$ cat src/rtl/fpu_ic_pkg.sv
package fpu_ic_pkg;

    typedef enum logic {
        OPC_PIPE = 1'b0,
        OPC_LONG = 1'b1
    } op_class_e;

    localparam int unsigned DEF_NSTAGE  = 5;
    localparam int unsigned DEF_GATE    = 4;
    localparam int unsigned DEF_MIN_LAT = 14;
    localparam int unsigned DEF_MAX_LAT = 35;

    function automatic int unsigned clamp_u(input int unsigned v,
                                            input int unsigned lo,
                                            input int unsigned hi);
        if (v < lo) return lo;
        if (v > hi) return hi;
        return v;
    endfunction

endpackage

$ cat src/rtl/fpu_ic_stages.sv
module fpu_ic_stages #(
    parameter int unsigned NSTAGE = 5,
    parameter int unsigned TAG_W  = 8
) (
    input  logic              clk,
    input  logic              rst,
    input  logic              push,
    input  logic [TAG_W-1:0]  push_tag,
    input  logic              push_dbl,
    output logic [NSTAGE-1:0] occ,
    output logic              ret_valid,
    output logic [TAG_W-1:0]  ret_tag,
    output logic              ret_dbl
);
    typedef struct packed {
        logic             v;
        logic [TAG_W-1:0] tag;
        logic             dbl;
    } slot_t;

    slot_t st [NSTAGE];

    for (genvar g = 0; g < NSTAGE; g++) begin : g_stage
        if (g == 0) begin : g_head
            always_ff @(posedge clk) begin
                if (rst) begin
                    st[g] <= '0;
                end else begin
                    st[g].v   <= push;
                    st[g].tag <= push_tag;
                    st[g].dbl <= push_dbl;
                end
            end
        end else begin : g_body
            always_ff @(posedge clk) begin
                if (rst) st[g] <= '0;
                else     st[g] <= st[g-1];
            end
        end
        assign occ[g] = st[g].v;
    end

    assign ret_valid = st[NSTAGE-1].v;
    assign ret_tag   = st[NSTAGE-1].tag;
    assign ret_dbl   = st[NSTAGE-1].dbl;

endmodule

$ cat src/rtl/fpu_ic_long.sv
module fpu_ic_long
    import fpu_ic_pkg::*;
#(
    parameter int unsigned LAT_W   = 6,
    parameter int unsigned TAG_W   = 8,
    parameter int unsigned MIN_LAT = 14,
    parameter int unsigned MAX_LAT = 35
) (
    input  logic             clk,
    input  logic             rst,
    input  logic             start,
    input  logic [LAT_W-1:0] lat,
    input  logic [TAG_W-1:0] tag,
    input  logic             dbl,
    output logic             busy,
    output logic             done,
    output logic [TAG_W-1:0] done_tag,
    output logic             done_dbl
);
    localparam int unsigned CNT_W = $clog2(MAX_LAT + 1);

    logic [CNT_W-1:0] cnt;
    logic [CNT_W-1:0] load_val;

    assign load_val = CNT_W'(clamp_u(32'(lat), MIN_LAT, MAX_LAT) - 1);

    always_ff @(posedge clk) begin
        if (rst) begin
            busy     <= 1'b0;
            cnt      <= '0;
            done_tag <= '0;
            done_dbl <= 1'b0;
        end else if (start) begin
            busy     <= 1'b1;
            cnt      <= load_val;
            done_tag <= tag;
            done_dbl <= dbl;
        end else if (busy) begin
            if (cnt == '0) busy <= 1'b0;
            else           cnt  <= cnt - 1'b1;
        end
    end

    assign done = busy && (cnt == '0);

    AST_LONG_LOAD_RANGE: assert property (@(posedge clk) disable iff (rst)
        start |=> busy && (cnt >= CNT_W'(MIN_LAT - 1)) && (cnt <= CNT_W'(MAX_LAT - 1)));

    AST_LONG_DONE_CLEARS: assert property (@(posedge clk) disable iff (rst)
        done && !start |=> !busy);

endmodule

$ cat src/rtl/fpu_ic_gate.sv
module fpu_ic_gate
    import fpu_ic_pkg::*;
#(
    parameter int unsigned NSTAGE = 5,
    parameter int unsigned GATE   = 4
) (
    input  logic [NSTAGE-1:0] occ,
    input  logic              busy,
    input  logic              in_valid,
    input  logic              in_cls,
    output logic              in_ready,
    output logic              acc_pipe,
    output logic              acc_long
);
    logic front_full;
    logic all_empty;
    logic pipe_ok;
    logic long_ok;
    op_class_e cls;

    assign cls        = op_class_e'(in_cls);
    assign front_full = &occ[GATE-1:0];
    assign all_empty  = ~|occ;
    assign pipe_ok    = !busy && !front_full;
    assign long_ok    = !busy && all_empty;

    always_comb begin
        in_ready = 1'b0;
        acc_pipe = 1'b0;
        acc_long = 1'b0;
        unique case (cls)
            OPC_PIPE: begin
                in_ready = pipe_ok;
                acc_pipe = in_valid && pipe_ok;
            end
            OPC_LONG: begin
                in_ready = long_ok;
                acc_long = in_valid && long_ok;
            end
            default: ;
        endcase
    end

endmodule

$ cat src/rtl/fpu_issue_ctl.sv
module fpu_issue_ctl
    import fpu_ic_pkg::*;
#(
    parameter int unsigned NSTAGE  = DEF_NSTAGE,
    parameter int unsigned GATE    = DEF_GATE,
    parameter int unsigned MIN_LAT = DEF_MIN_LAT,
    parameter int unsigned MAX_LAT = DEF_MAX_LAT,
    parameter int unsigned LAT_W   = 6,
    parameter int unsigned TAG_W   = 8
) (
    input  logic             clk,
    input  logic             rst,
    input  logic             in_valid,
    output logic             in_ready,
    input  logic [TAG_W-1:0] in_tag,
    input  logic             in_dbl,
    input  logic             in_cls,
    input  logic [LAT_W-1:0] in_lat,
    output logic             out_valid,
    output logic [TAG_W-1:0] out_tag,
    output logic             out_dbl
);
    localparam int unsigned SR_W = $clog2(NSTAGE + 1);

    logic [NSTAGE-1:0] occ;
    logic              busy;
    logic              acc_pipe;
    logic              acc_long;
    logic              p_ret_v;
    logic [TAG_W-1:0]  p_ret_tag;
    logic              p_ret_dbl;
    logic              l_done;
    logic [TAG_W-1:0]  l_tag;
    logic              l_dbl;

    fpu_ic_gate #(.NSTAGE(NSTAGE), .GATE(GATE)) gate_i (
        .occ      (occ),
        .busy     (busy),
        .in_valid (in_valid),
        .in_cls   (in_cls),
        .in_ready (in_ready),
        .acc_pipe (acc_pipe),
        .acc_long (acc_long)
    );

    fpu_ic_stages #(.NSTAGE(NSTAGE), .TAG_W(TAG_W)) stages_i (
        .clk       (clk),
        .rst       (rst),
        .push      (acc_pipe),
        .push_tag  (in_tag),
        .push_dbl  (in_dbl),
        .occ       (occ),
        .ret_valid (p_ret_v),
        .ret_tag   (p_ret_tag),
        .ret_dbl   (p_ret_dbl)
    );

    fpu_ic_long #(.LAT_W(LAT_W), .TAG_W(TAG_W), .MIN_LAT(MIN_LAT), .MAX_LAT(MAX_LAT)) long_i (
        .clk      (clk),
        .rst      (rst),
        .start    (acc_long),
        .lat      (in_lat),
        .tag      (in_tag),
        .dbl      (in_dbl),
        .busy     (busy),
        .done     (l_done),
        .done_tag (l_tag),
        .done_dbl (l_dbl)
    );

    always_comb begin
        out_valid = p_ret_v | l_done;
        out_tag   = '0;
        out_dbl   = 1'b0;
        if (l_done) begin
            out_tag = l_tag;
            out_dbl = l_dbl;
        end else if (p_ret_v) begin
            out_tag = p_ret_tag;
            out_dbl = p_ret_dbl;
        end
    end

    // cycles since reset release, saturating, for the latency check below
    logic [SR_W-1:0] since_rst;
    always_ff @(posedge clk) begin
        if (rst)                           since_rst <= '0;
        else if (since_rst != SR_W'(NSTAGE)) since_rst <= since_rst + 1'b1;
    end

    AST_RESET_QUIET: assert property (@(posedge clk)
        rst |=> !out_valid);

    AST_PIPE_RETIRE: assert property (@(posedge clk) disable iff (rst)
        (since_rst == SR_W'(NSTAGE)) && $past(acc_pipe, NSTAGE) |->
            out_valid && (out_tag == $past(in_tag, NSTAGE)) && (out_dbl == $past(in_dbl, NSTAGE)));

    AST_ONE_RETIRE: assert property (@(posedge clk) disable iff (rst)
        !(p_ret_v && l_done));

    AST_FRONT_FULL_BLOCKS: assert property (@(posedge clk) disable iff (rst)
        (&occ[GATE-1:0]) |-> !acc_pipe && !acc_long);

    AST_LONG_NEEDS_EMPTY: assert property (@(posedge clk) disable iff (rst)
        acc_long |-> (occ == '0) && !busy);

    AST_BUSY_BLOCKS: assert property (@(posedge clk) disable iff (rst)
        busy |-> !in_ready && !acc_pipe);

    AST_ONE_ACCEPT: assert property (@(posedge clk) disable iff (rst)
        $onehot0({acc_pipe, acc_long}));

endmodule

$ cat config.mk
export PLATFORM = sky130hd
export DESIGN_NAME = fpu_issue_ctl
export DESIGN_NICKNAME = d
export VERILOG_FILES = /design/src/rtl/fpu_ic_pkg.sv /design/src/rtl/fpu_ic_stages.sv /design/src/rtl/fpu_ic_long.sv /design/src/rtl/fpu_ic_gate.sv /design/src/rtl/fpu_issue_ctl.sv
export SDC_FILE = /design/constraint.sdc
export NUM_CORES = 1
export LEC_CHECK = 0
export BUFFER_PORTS_ARGS = -buffer_cell sky130_fd_sc_hd__buf_2
export CAP_MARGIN = 20
export CORE_MARGIN = 2
export CORE_UTILIZATION = 40
export DETAILED_ROUTE_END_ITERATION = 16
export PLACE_DENSITY_LB_ADDON = 0.3
export SLEW_MARGIN = 25
export SYNTH_ARGS = -nofsm -noshare
export SYNTH_HDL_FRONTEND = slang
export SYNTH_HIERARCHICAL = 1
export SYNTH_SLANG_ARGS = --single-unit
export TNS_END_PERCENT = 10
$ cat constraint.sdc
create_clock -name clk -period 3.6 [get_ports clk]
set_input_delay 0.72 -clock clk [delete_from_list [all_inputs] [get_ports clk]]
set_output_delay 0.72 -clock clk [all_outputs]
set_load 0.05 [all_outputs]
==> out/summary.txt, run 1 <==
CLOCK NETWORK
--------------------------------------------------------------------------------
# hold bufs at CTS ................................................            0
Count of H-tree levels built during CTS ...........................            3
Number of setup buffers added after CTS ...........................            0
Skew-Pair Late Insertion Delay ....................................       330 ps
Total of cells resized after clock tree synthesis .................            0
Clock-pin slew on the worst setup and hold paths ..................        70 ps
Clock buffer count from CTS .......................................            9
Buffer levels on the longest clock path ...........................            2
Clk sinks .........................................................           66
TritonCTS clock tree ..............................................          yes
Clock Root Buffer ................................................. sky130_fd_sc_hd__clkbuf_8

FLOORPLAN
--------------------------------------------------------------------------------
Die footprint ..................................................... 0.00657 sq mm
Count of pins on the block boundary ...............................           30
Die outline width .................................................      81.0 um
FP Rows ...........................................................           28
Core Area ......................................................... 0.00582 sq mm
Vertical die dimension ............................................      81.0 um
Initial standard-cell utilization of the core .....................        0.408

PLACED DESIGN
--------------------------------------------------------------------------------
DP Wirelength .....................................................      2590 um
Final weighted congestion in routability-driven placement .........        0.777
# port buffers ....................................................           29
Cell total after placement ........................................          314

WORST SETUP PATH
--------------------------------------------------------------------------------
Crit path DAT .....................................................      2150 ps
Critical Setup Path Class .........................................      reg2out
Critical Path Start Type ..........................................         flop
Required time worst endpoint ......................................      2880 ps
Crit end category .................................................  output port
CP Max Fanout .....................................................           13

TIMING
--------------------------------------------------------------------------------
Ratio of final minimum period to clock period .....................        0.796
Final setup viols .................................................            0
Worst max-slew margin expressed relative to the limit .............        0.653
Aggregate negative setup slack ....................................         0 ps
Setup clock skew after layout .....................................      6.39 ps
Count of endpoints failing hold in the final timing report ........            0
Timing-limited maximum frequency ..................................      349 MHz
Transition at the pin with the smallest max-transition slack ......       521 ps
Unrepaired setup endpoints after global routing ...................        false
Number of max-slew violations in the final report .................            0
Clock period minus final worst setup slack ........................      2870 ps

ROUTING
--------------------------------------------------------------------------------
Via count .........................................................         1552
Wire per inst .....................................................      12.0 um
TritonRoute pass-1 iters ..........................................            4
Final wirelength ..................................................      3980 um
DRT antenna net count .............................................            0
Vias per std cell .................................................         4.70
Post-route DRC ....................................................            0
Initial DRC count .................................................           50

CELLS AND AREA
--------------------------------------------------------------------------------
Final cell count without fillers ..................................          330
Antenna cell count ................................................            0
Leading cell type in the layout, fill and taps excluded ........... sky130_fd_sc_hd__dfxtp_1
P&R area growth vs syn ............................................        16.7%
Layout Utilization ................................................        0.476
Number of nets in the final layout ................................          270
Fraction of final layout cells with drive strength greater than 1 .        0.224
Commonest non-fill, non-tap cells in the layout ................... sky130_fd_sc_hd__dfxtp_1 (66), sky130_fd_sc_hd__nor2b_1 (53), sky130_fd_sc_hd__buf_2 (29)

SYNTHESIS
--------------------------------------------------------------------------------
Post-synth top flop ............................................... sky130_fd_sc_hd__dfxtp_1
Fraction of registers with async set or reset after synthesis .....            0
Sequential share of the synthesized area ..........................        0.557
Number of storage elements in the synthesis netlist ...............           66
Number of enable-type register cells in the synthesized netlist ...            0
Syn Std Cell Area ................................................. 0.00237 sq mm
Synthesized net count .............................................          244
Warnings from Yosys ...............................................            6
Count of mapped cells out of synthesis ............................          224
Per-instance average area after synthesis .........................   10.6 sq um
Distinct cell type count of the synthesized netlist ...............           47

PWR
--------------------------------------------------------------------------------
Maximum vdd ir drop ...............................................       350 uV
Overall power after layout ........................................      1.64 mW
Reported leakage power ............................................      1.13 nW
Pwr dens ..........................................................  593 mW/mm^2

RUN STATUS
--------------------------------------------------------------------------------
Outcome ........................................................... finished clean

GLOBAL ROUTE
--------------------------------------------------------------------------------
Grt ovf ...........................................................            0
GRT Total Usage ...................................................        0.135
Wire length of the first global-routing pass ......................      6380 um
Number of global-route vias before repair .........................         1354
Initial antenna violation count ...................................            0
Maximum number of pins on one net before global-route repair ......           49

JOB
--------------------------------------------------------------------------------
Max-Cap Viols .....................................................            0

MIN PATH
--------------------------------------------------------------------------------
Worst hold path type ..............................................      reg2reg

[metrics by stage]
step / hold WS (ps) / setup slack, ps / cell area (sq um)
2_1_floorplan: 414 / 869 / 2370
3_3_place_gp: 416 / 621 / 2530
3_5_place_dp: 424 / 553 / 2530
4_1_cts: 440 / 707 / 2770
5_1_grt: 455 / 562 / 2770
6_report: 435 / 735 / 2770
[logic make-up after synthesis]
| group | count (synthesis) | share of synthesized area |
|---|---|---|
| AND/OR/NAND/NOR | 100 | 0.255 |
| flip-flops | 66 | 0.557 |
| AO/OA/AOI/OAI | 24 | 0.0828 |
| buffers and inverters | 21 | 0.0511 |
| multiplexers | 10 | 0.0422 |
| XOR/XNOR | 2 | 0.00738 |
| adder cells (fa/ha/maj) | 1 | 0.00527 |
[flip-flops by register name, indices dropped and copies added, names as in the netlist]
signal           count
long_i/done_tag      8
stages_i/st         50
long_i/busy          1
long_i/cnt           6
long_i/done_dbl      1
[worst paths after layout]
kind	slack, ps	end	cells past startpoint	from
max	730	out_tag[4]	5	long_i/cnt[0]
min	430	stages_i/st[2][2]	1	stages_i/st[1][2]
max reg2reg	940	long_i/cnt[4]	9	long_i/busy
min reg2reg	430	stages_i/st[2][2]	1	stages_i/st[1][2]
[synthesized netlist by cell type, types with 2 or more instances]
cell type,number,share of area
sky130_fd_sc_hd__nor2_1,17,0.027
sky130_fd_sc_hd__buf_6,2,0.0095
sky130_fd_sc_hd__mux2i_1,10,0.042
sky130_fd_sc_hd__nor3_1,2,0.0042
sky130_fd_sc_hd__dfxtp_1,66,0.56
sky130_fd_sc_hd__a22o_1,7,0.026
sky130_fd_sc_hd__and4_1,2,0.0074
sky130_fd_sc_hd__nor2b_1,53,0.14
sky130_fd_sc_hd__a31oi_1,2,0.0053
sky130_fd_sc_hd__o21ai_1,2,0.0042
sky130_fd_sc_hd__inv_1,5,0.0079
sky130_fd_sc_hd__nor4_1,2,0.0053
sky130_fd_sc_hd__buf_2,7,0.015
sky130_fd_sc_hd__buf_4,5,0.016
sky130_fd_sc_hd__nand2b_1,2,0.0053
sky130_fd_sc_hd__a21oi_1,2,0.0042
sky130_fd_sc_hd__nor4_2,2,0.011
sky130_fd_sc_hd__o31ai_1,2,0.0063
sky130_fd_sc_hd__nand2_1,6,0.0095
[routing by layer]
layer | vias up | wire length (um) | track usage
met2 | 33 | 1600 | 0.180
met4 | 0 | 79 | 0.0898
met5 | - | 0 | 0
li1 | 805 | - | -
met3 | 9 | 230 | 0.0533
met1 | 705 | 2070 | 0.178
[report_power, final]
part	switching [mW]	internal (mW)
clock	0.266	0.450
sequential	0.0142	0.760
combinational	0.0870	0.0644
total	0.368	1.27
[worst max-delay path, cell delays in order, from the launching register on]
cell                      delay (ps)
sky130_fd_sc_hd__dfxtp_1         340
sky130_fd_sc_hd__nor4_2          300
sky130_fd_sc_hd__and3_1          530
sky130_fd_sc_hd__nor2b_2         190
sky130_fd_sc_hd__a22o_1          240
sky130_fd_sc_hd__buf_2           210
[layout make-up]
| type | instances | area [sq um] |
|---|---|---|
| flip-flops and latches | 66 | 1320 |
| well taps | 75 | 93.8 |
| multi-input cells | 137 | 937 |
| clock buffers | 13 | 169 |
| inverters | 5 | 18.8 |
| clock inverters | 3 | 68.8 |
| fillers | 563 | 3050 |
| repair buffers | 31 | 160 |
Power figures use the tool's default switching activity.
==> run 2: changes to the inputs <==
Clock period 3.6 ns to 2.46 ns, I/O delays scaled along.
==> out/summary.txt, run 2 (synthesis results as in run 1) <==
CELLS AND AREA
--------------------------------------------------------------------------------
P&R area growth vs syn ............................................        23.5%
Area of the multi-input gates ..................................... 0.00102 sq mm
Number of nets in the final layout ................................          280
Antenna cell count ................................................            0
Commonest non-fill, non-tap cells in the layout ................... sky130_fd_sc_hd__dfxtp_1 (65), sky130_fd_sc_hd__nor2b_1 (53), sky130_fd_sc_hd__buf_2 (26)
Design area ....................................................... 0.00293 sq mm
Leading registers by flop count ................................... stages_i/st: 50 flops, long_i/done_tag: 8 flops, long_i/cnt: 6 flops
Filler cell count in the final layout .............................          548
Leading cell type in the layout, fill and taps excluded ........... sky130_fd_sc_hd__dfxtp_1
Number of flip-flops under the largest register name ..............           50
Biggest register ..................................................  stages_i/st
Flip-flop and latch area .......................................... 0.00132 sq mm
Fraction of final layout cells with drive strength greater than 1 .        0.287

ROUTING
--------------------------------------------------------------------------------
Post-route DRC ....................................................            0
Initial DRC count .................................................           32
Vias per std cell .................................................         4.75
DRT antenna net count .............................................            0
TritonRoute pass-1 iters ..........................................            4
Via count .........................................................         1615
Final wirelength ..................................................      4200 um
Wire per inst .....................................................      12.4 um

CLOCK NETWORK
--------------------------------------------------------------------------------
Skew-Pair Late Insertion Delay ....................................       340 ps
TritonCTS clock tree ..............................................          yes
# hold bufs at CTS ................................................            0
Count of H-tree levels built during CTS ...........................            3
Buffer levels on the longest clock path ...........................            2
Clock buffer count from CTS .......................................            9
Clock Root Buffer ................................................. sky130_fd_sc_hd__clkbuf_8
Clk sinks .........................................................           66
Clock-pin slew on the worst setup and hold paths ..................        70 ps

FLOORPLAN
--------------------------------------------------------------------------------
Die outline width .................................................      81.0 um
Count of pins on the block boundary ...............................           30
Initial standard-cell utilization of the core .....................        0.408
Die footprint ..................................................... 0.00657 sq mm
Vertical die dimension ............................................      81.0 um
FP Rows ...........................................................           28
Core Area ......................................................... 0.00582 sq mm

GLOBAL ROUTE
--------------------------------------------------------------------------------
Grt ovf ...........................................................            0
Initial antenna violation count ...................................            0
Maximum number of pins on one net before global-route repair ......           50
GRT Total Usage ...................................................        0.139
Number of global-route vias before repair .........................         1386
Wire length of the first global-routing pass ......................      6580 um

TIMING
--------------------------------------------------------------------------------
Worst max-slew margin expressed relative to the limit .............        0.750
Aggregate negative setup slack ....................................         0 ps
Clock period minus final worst setup slack ........................      2440 ps
Unrepaired setup endpoints after global routing ...................         true
Timing-limited maximum frequency ..................................      410 MHz
Transition at the pin with the smallest max-transition slack ......       374 ps
Setup clock skew after layout .....................................      5.84 ps
Ratio of final minimum period to clock period .....................        0.993
Number of max-slew violations in the final report .................            0
Count of endpoints failing hold in the final timing report ........            0
Final setup viols .................................................            0

WORST SETUP PATH
--------------------------------------------------------------------------------
Critical Setup Path Class .........................................      reg2reg
Worst path max stage delay ........................................       560 ps
Start point of the critical path ..................................  long_i/busy
Crit path buf inv count ...........................................            2
Largest delay share family, worst path ............................ simple AND/OR/NAND/NOR gates
Slowest cell on the critical path ................................. sky130_fd_sc_hd__or4_4
Crit end category .................................................         flop
Cell breakdown of the critical path ............................... or4_4 -> nor3_4 -> buf_6 -> nor3b_4 -> a221o_1 -> o311a_4 -> buf_6 -> and4_4 -> a311o_1
Required time worst endpoint ......................................      2740 ps
CP Max Fanout .....................................................            6
Crit path DAT .....................................................      2720 ps
Critical Path Start Type ..........................................         flop
Library cell appearing most often on the critical path ............ sky130_fd_sc_hd__buf_6
Start of the worst register-to-register path ......................  long_i/busy

PLACED DESIGN
--------------------------------------------------------------------------------
# port buffers ....................................................           29
Placed inst area .................................................. 0.00260 sq mm
Final weighted congestion in routability-driven placement .........        0.730
DP Wirelength .....................................................      2720 um

MIN PATH
--------------------------------------------------------------------------------
Worst hold path type ..............................................       in2reg
Start point of the worst hold path ................................    in_tag[3]

PWR
--------------------------------------------------------------------------------
Overall power after layout ........................................      2.41 mW
Reported leakage power ............................................      1.19 nW
Pwr dens ..........................................................  820 mW/mm^2
Maximum vdd ir drop ...............................................       540 uV

RUN STATUS
--------------------------------------------------------------------------------
Outcome ........................................................... finished clean

JOB
--------------------------------------------------------------------------------
Max-Cap Viols .....................................................            0

-- run 2: cell types whose count changed in the layout (fill, tap and decap cells not counted), moves of 2 or more --
cell                         change
sky130_fd_sc_hd__clkinvlp_4      +2
sky130_fd_sc_hd__buf_4           +8
sky130_fd_sc_hd__buf_6           +2
sky130_fd_sc_hd__clkbuf_4        +2
sky130_fd_sc_hd__buf_2           -3
sky130_fd_sc_hd__clkbuf_8        -3
-- run 2: worst paths after layout --
check | cells after the start | slack, ps | endpoint
min | 2 | 380 | stages_i/st[0][4]
max reg2reg | 9 | 20 | long_i/cnt[3]
max | 9 | 20 | long_i/cnt[3]
min reg2reg | 1 | 430 | stages_i/st[3][7]
-- run 2: area by class of cell --
class                           count  area share
Clock buffer                       10      0.0435
Clock inverter                      6      0.0303
Inverter                            5     0.00640
Multi-Input combinational cell    137       0.347
Sequential cell                    66       0.451
Tap cell                           75      0.0320
Timing Repair Buffer               41      0.0896
-- run 2: metal layers --
metal  track usage  vias up  share of wire
met5             0        -              0
met4        0.0559        0          0.013
met3        0.0711        5          0.064
met2         0.196       47           0.43
met1         0.180      741           0.50
li1              -      822              -
-- run 2: repair_timing --
item | CTS | global route
gates resized for setup | 2 | 17
cloned | 0 | 0
setup buffers | 0 | 3
setup endpoints to repair | 5 | 9
pin swaps | 0 | 7
-- run 2: through the flow --
stage / instances / util / setup WS, ps / hold slack, ps
floorplan: 224 / - / 45.8 / 414
global placement: 321 / 0.447 / -60.6 / 415
detailed placement: 321 / 0.447 / -155 / 422
CTS: 337 / 0.485 / 9.98 / 354
global route: 340 / 0.504 / -107 / 376
finish: 340 / 0.504 / 18.4 / 376
-- run 2: power breakdown --
group / total [mW] / internal, mW / switching [mW]
registers: 1.13 / 1.11 / 0.0188
clock network: 0.980 / 0.572 / 0.408
logic: 0.294 / 0.144 / 0.150
total: 2.41 / 1.83 / 0.577
==> run 3: changes to the inputs <==
Settings changed: CELL_PAD_IN_SITES_DETAIL_PLACEMENT set to 2, CELL_PAD_IN_SITES_GLOBAL_PLACEMENT set to 2, CORE_UTILIZATION 40 to 34, CTS_BUF_LIST set to sky130_fd_sc_hd__clkbuf_8.
==> out/summary.txt, run 3 (synthesis results as in run 1) <==
CELLS AND AREA
--------------------------------------------------------------------------------
Number of flip-flops under the largest register name ..............           50
Fraction of final layout cells with drive strength greater than 1 .        0.289
Leading registers by flop count ................................... stages_i/st: 50 flops, long_i/done_tag: 8 flops, long_i/cnt: 6 flops
Final cell count without fillers ..................................          346
P&R area growth vs syn ............................................        23.0%
Filler cell count in the final layout .............................          719
Layout Utilization ................................................        0.432
Biggest register ..................................................  stages_i/st
Antenna cell count ................................................            0
Commonest non-fill, non-tap cells in the layout ................... sky130_fd_sc_hd__dfxtp_1 (65), sky130_fd_sc_hd__nor2b_1 (53), sky130_fd_sc_hd__buf_2 (24)
Number of nets in the final layout ................................          281
Leading cell type in the layout, fill and taps excluded ........... sky130_fd_sc_hd__dfxtp_1

GLOBAL ROUTE
--------------------------------------------------------------------------------
Grt ovf ...........................................................            0
Initial antenna violation count ...................................            0
GRT Total Usage ...................................................        0.152
Number of global-route vias before repair .........................         1808
Maximum number of pins on one net before global-route repair ......           55
Wire length of the first global-routing pass ......................      8780 um

FLOORPLAN
--------------------------------------------------------------------------------
Vertical die dimension ............................................      87.6 um
Die outline width .................................................      87.6 um
FP Rows ...........................................................           30
Die footprint ..................................................... 0.00767 sq mm
Count of pins on the block boundary ...............................           30
Core Area ......................................................... 0.00676 sq mm
Initial standard-cell utilization of the core .....................        0.351

PWR
--------------------------------------------------------------------------------
Reported leakage power ............................................      1.19 nW
Maximum vdd ir drop ...............................................       548 uV
Pwr dens ..........................................................  830 mW/mm^2

CLOCK NETWORK
--------------------------------------------------------------------------------
Clk sinks .........................................................           66
Count of H-tree levels built during CTS ...........................            3
# hold bufs at CTS ................................................            0
Clock buffer count from CTS .......................................            9
Buffer levels on the longest clock path ...........................            2
Skew-Pair Late Insertion Delay ....................................       330 ps
TritonCTS clock tree ..............................................          yes
Clock-pin slew on the worst setup and hold paths ..................        70 ps
Clock Root Buffer ................................................. sky130_fd_sc_hd__clkbuf_8

WORST SETUP PATH
--------------------------------------------------------------------------------
Required time worst endpoint ......................................      2680 ps
Worst path max stage delay ........................................       530 ps
Cell breakdown of the critical path ............................... or4_4 -> nor3_4 -> buf_6 -> nor2_1 -> a221o_1 -> o311a_2 -> buf_4 -> and4_4 -> a311o_1
Crit path DAT .....................................................      2720 ps
Largest delay share family, worst path ............................ simple AND/OR/NAND/NOR gates
End of the worst register-to-register path ........................ long_i/cnt[3]
FF-to-FF path depth ...............................................            9
Critical Setup Path Class .........................................      reg2reg
Crit end category .................................................         flop
Crit path buf inv count ...........................................            2
Slowest cell on the critical path ................................. sky130_fd_sc_hd__or4_4
Worst R2R Setup Slack .............................................       -40 ps
Start of the worst register-to-register path ...................... stages_i/st[1][9]
Critical Path Start Type ..........................................         flop
CP Max Fanout .....................................................            4

JOB
--------------------------------------------------------------------------------
Max-Cap Viols .....................................................            0

TIMING
--------------------------------------------------------------------------------
Final worst setup slack ...........................................     -40.5 ps
Timing-limited maximum frequency ..................................      400 MHz
Setup clock skew after layout .....................................      11.6 ps
Number of max-slew violations in the final report .................            0
Clock period minus final worst setup slack ........................      2500 ps
Worst max-slew margin expressed relative to the limit .............        0.652
Ratio of final minimum period to clock period .....................         1.02
Count of endpoints failing hold in the final timing report ........            0
Unrepaired setup endpoints after global routing ...................         true
Fin Hold WS .......................................................       391 ps
Transition at the pin with the smallest max-transition slack ......       522 ps
Final setup viols .................................................            1

RUN STATUS
--------------------------------------------------------------------------------
Violated checks ................................................... negative setup slack
Outcome ........................................................... complete, but fails checks

MIN PATH
--------------------------------------------------------------------------------
Worst hold path type ..............................................       in2reg
WHS Path Cells ....................................................            2
Start point of the worst hold path ................................       in_dbl
Terminating pin of the worst hold path ............................ stages_i/st[0][0]

ROUTING
--------------------------------------------------------------------------------
Vias per std cell .................................................         4.89
Via count .........................................................         1693
Post-route DRC ....................................................            0
TritonRoute pass-1 iters ..........................................            4
DRT antenna net count .............................................            0
Initial DRC count .................................................           51
Final wirelength ..................................................      5250 um
Wire per inst .....................................................      15.2 um

PLACED DESIGN
--------------------------------------------------------------------------------
DP Wirelength .....................................................      3680 um
Worst setup timing slack at the placement stage ...................      -149 ps
# port buffers ....................................................           29
Final weighted congestion in routability-driven placement .........        0.859
Cell total after placement ........................................          328

-- run 3: cell count changes in the layout (fill, tap and decap cells not counted), sizes merged --
| cell | previous run | this run |
|---|---|---|
| buf | 39 | 37 |
| clkinv | 1 | 3 |
| clkbuf | 12 | 14 |
| clkinvlp | 2 | 0 |
| inv | 6 | 7 |
-- run 3: cell type report --
class,count,area [sq um],share of cell area
Tap cell,80,100,0.0343
Sequential cell,66,1320,0.453
Clock buffer,9,124,0.0424
Timing Repair Buffer,42,267,0.0913
Inverter,5,18.8,0.00643
Multi-Input combinational cell,137,988,0.338
Clock inverter,7,100,0.0343
-- run 3: routing by layer --
metal,part of all wire,vias up,global-route usage
li1,-,820,-
met1,0.48,839,0.193
met2,0.48,28,0.238
met3,0.036,6,0.0471
met4,0.012,0,0.0713
met5,0,-,0
-- run 3: what timing repair did --
item                       in CTS  in global routing
buffers inserted                0                  2
resized for setup               1                 17
setup endpoints to repair       8                 13
pin swaps                       0                  6
-- run 3: worst max path at each step --
stage,start,end,slack [ps],depth (start not counted)
6_report,stages_i/st[1][9],long_i/cnt[3],-40,9
5_1_grt,stages_i/st[1][9],long_i/cnt[3],-110,9
4_1_cts,long_i/cnt[0],out_dbl,6,5
3_5_place_dp,in_cls,long_i/cnt[4],-150,10
3_3_place_gp,in_cls,long_i/cnt[4],-80,10
2_1_floorplan,stages_i/st[1][9],long_i/cnt[4],50,10
-- run 3: worst register-to-register path: stages (launching register included) --
cell	delay, ps
sky130_fd_sc_hd__dfxtp_2	330
sky130_fd_sc_hd__or4_4	530
sky130_fd_sc_hd__nor3_4	280
sky130_fd_sc_hd__buf_6	150
sky130_fd_sc_hd__nor2_1	50
sky130_fd_sc_hd__a221o_1	330
sky130_fd_sc_hd__o311a_2	150
sky130_fd_sc_hd__buf_4	140
sky130_fd_sc_hd__and4_4	160
sky130_fd_sc_hd__a311o_1	260
-- run 3: power breakdown --
part / internal [mW] / leakage, nW / switching (mW) / total (mW)
registers: 1.11 / 0.539 / 0.0215 / 1.13
clock network: 0.579 / 0.114 / 0.424 / 1.00
logic: 0.134 / 0.533 / 0.154 / 0.287
total: 1.82 / 1.19 / 0.599 / 2.42
-- run 3: per-stage QoR --
step	total power, mW	area, sq um	setup TNS [ps]
finish	2.42	2920	-40.5
global route	2.55	2920	-411
CTS	2.44	2840	0
detailed placement	1.42	2610	-436
global placement	1.41	2610	-130
floorplan	1.33	2380	0
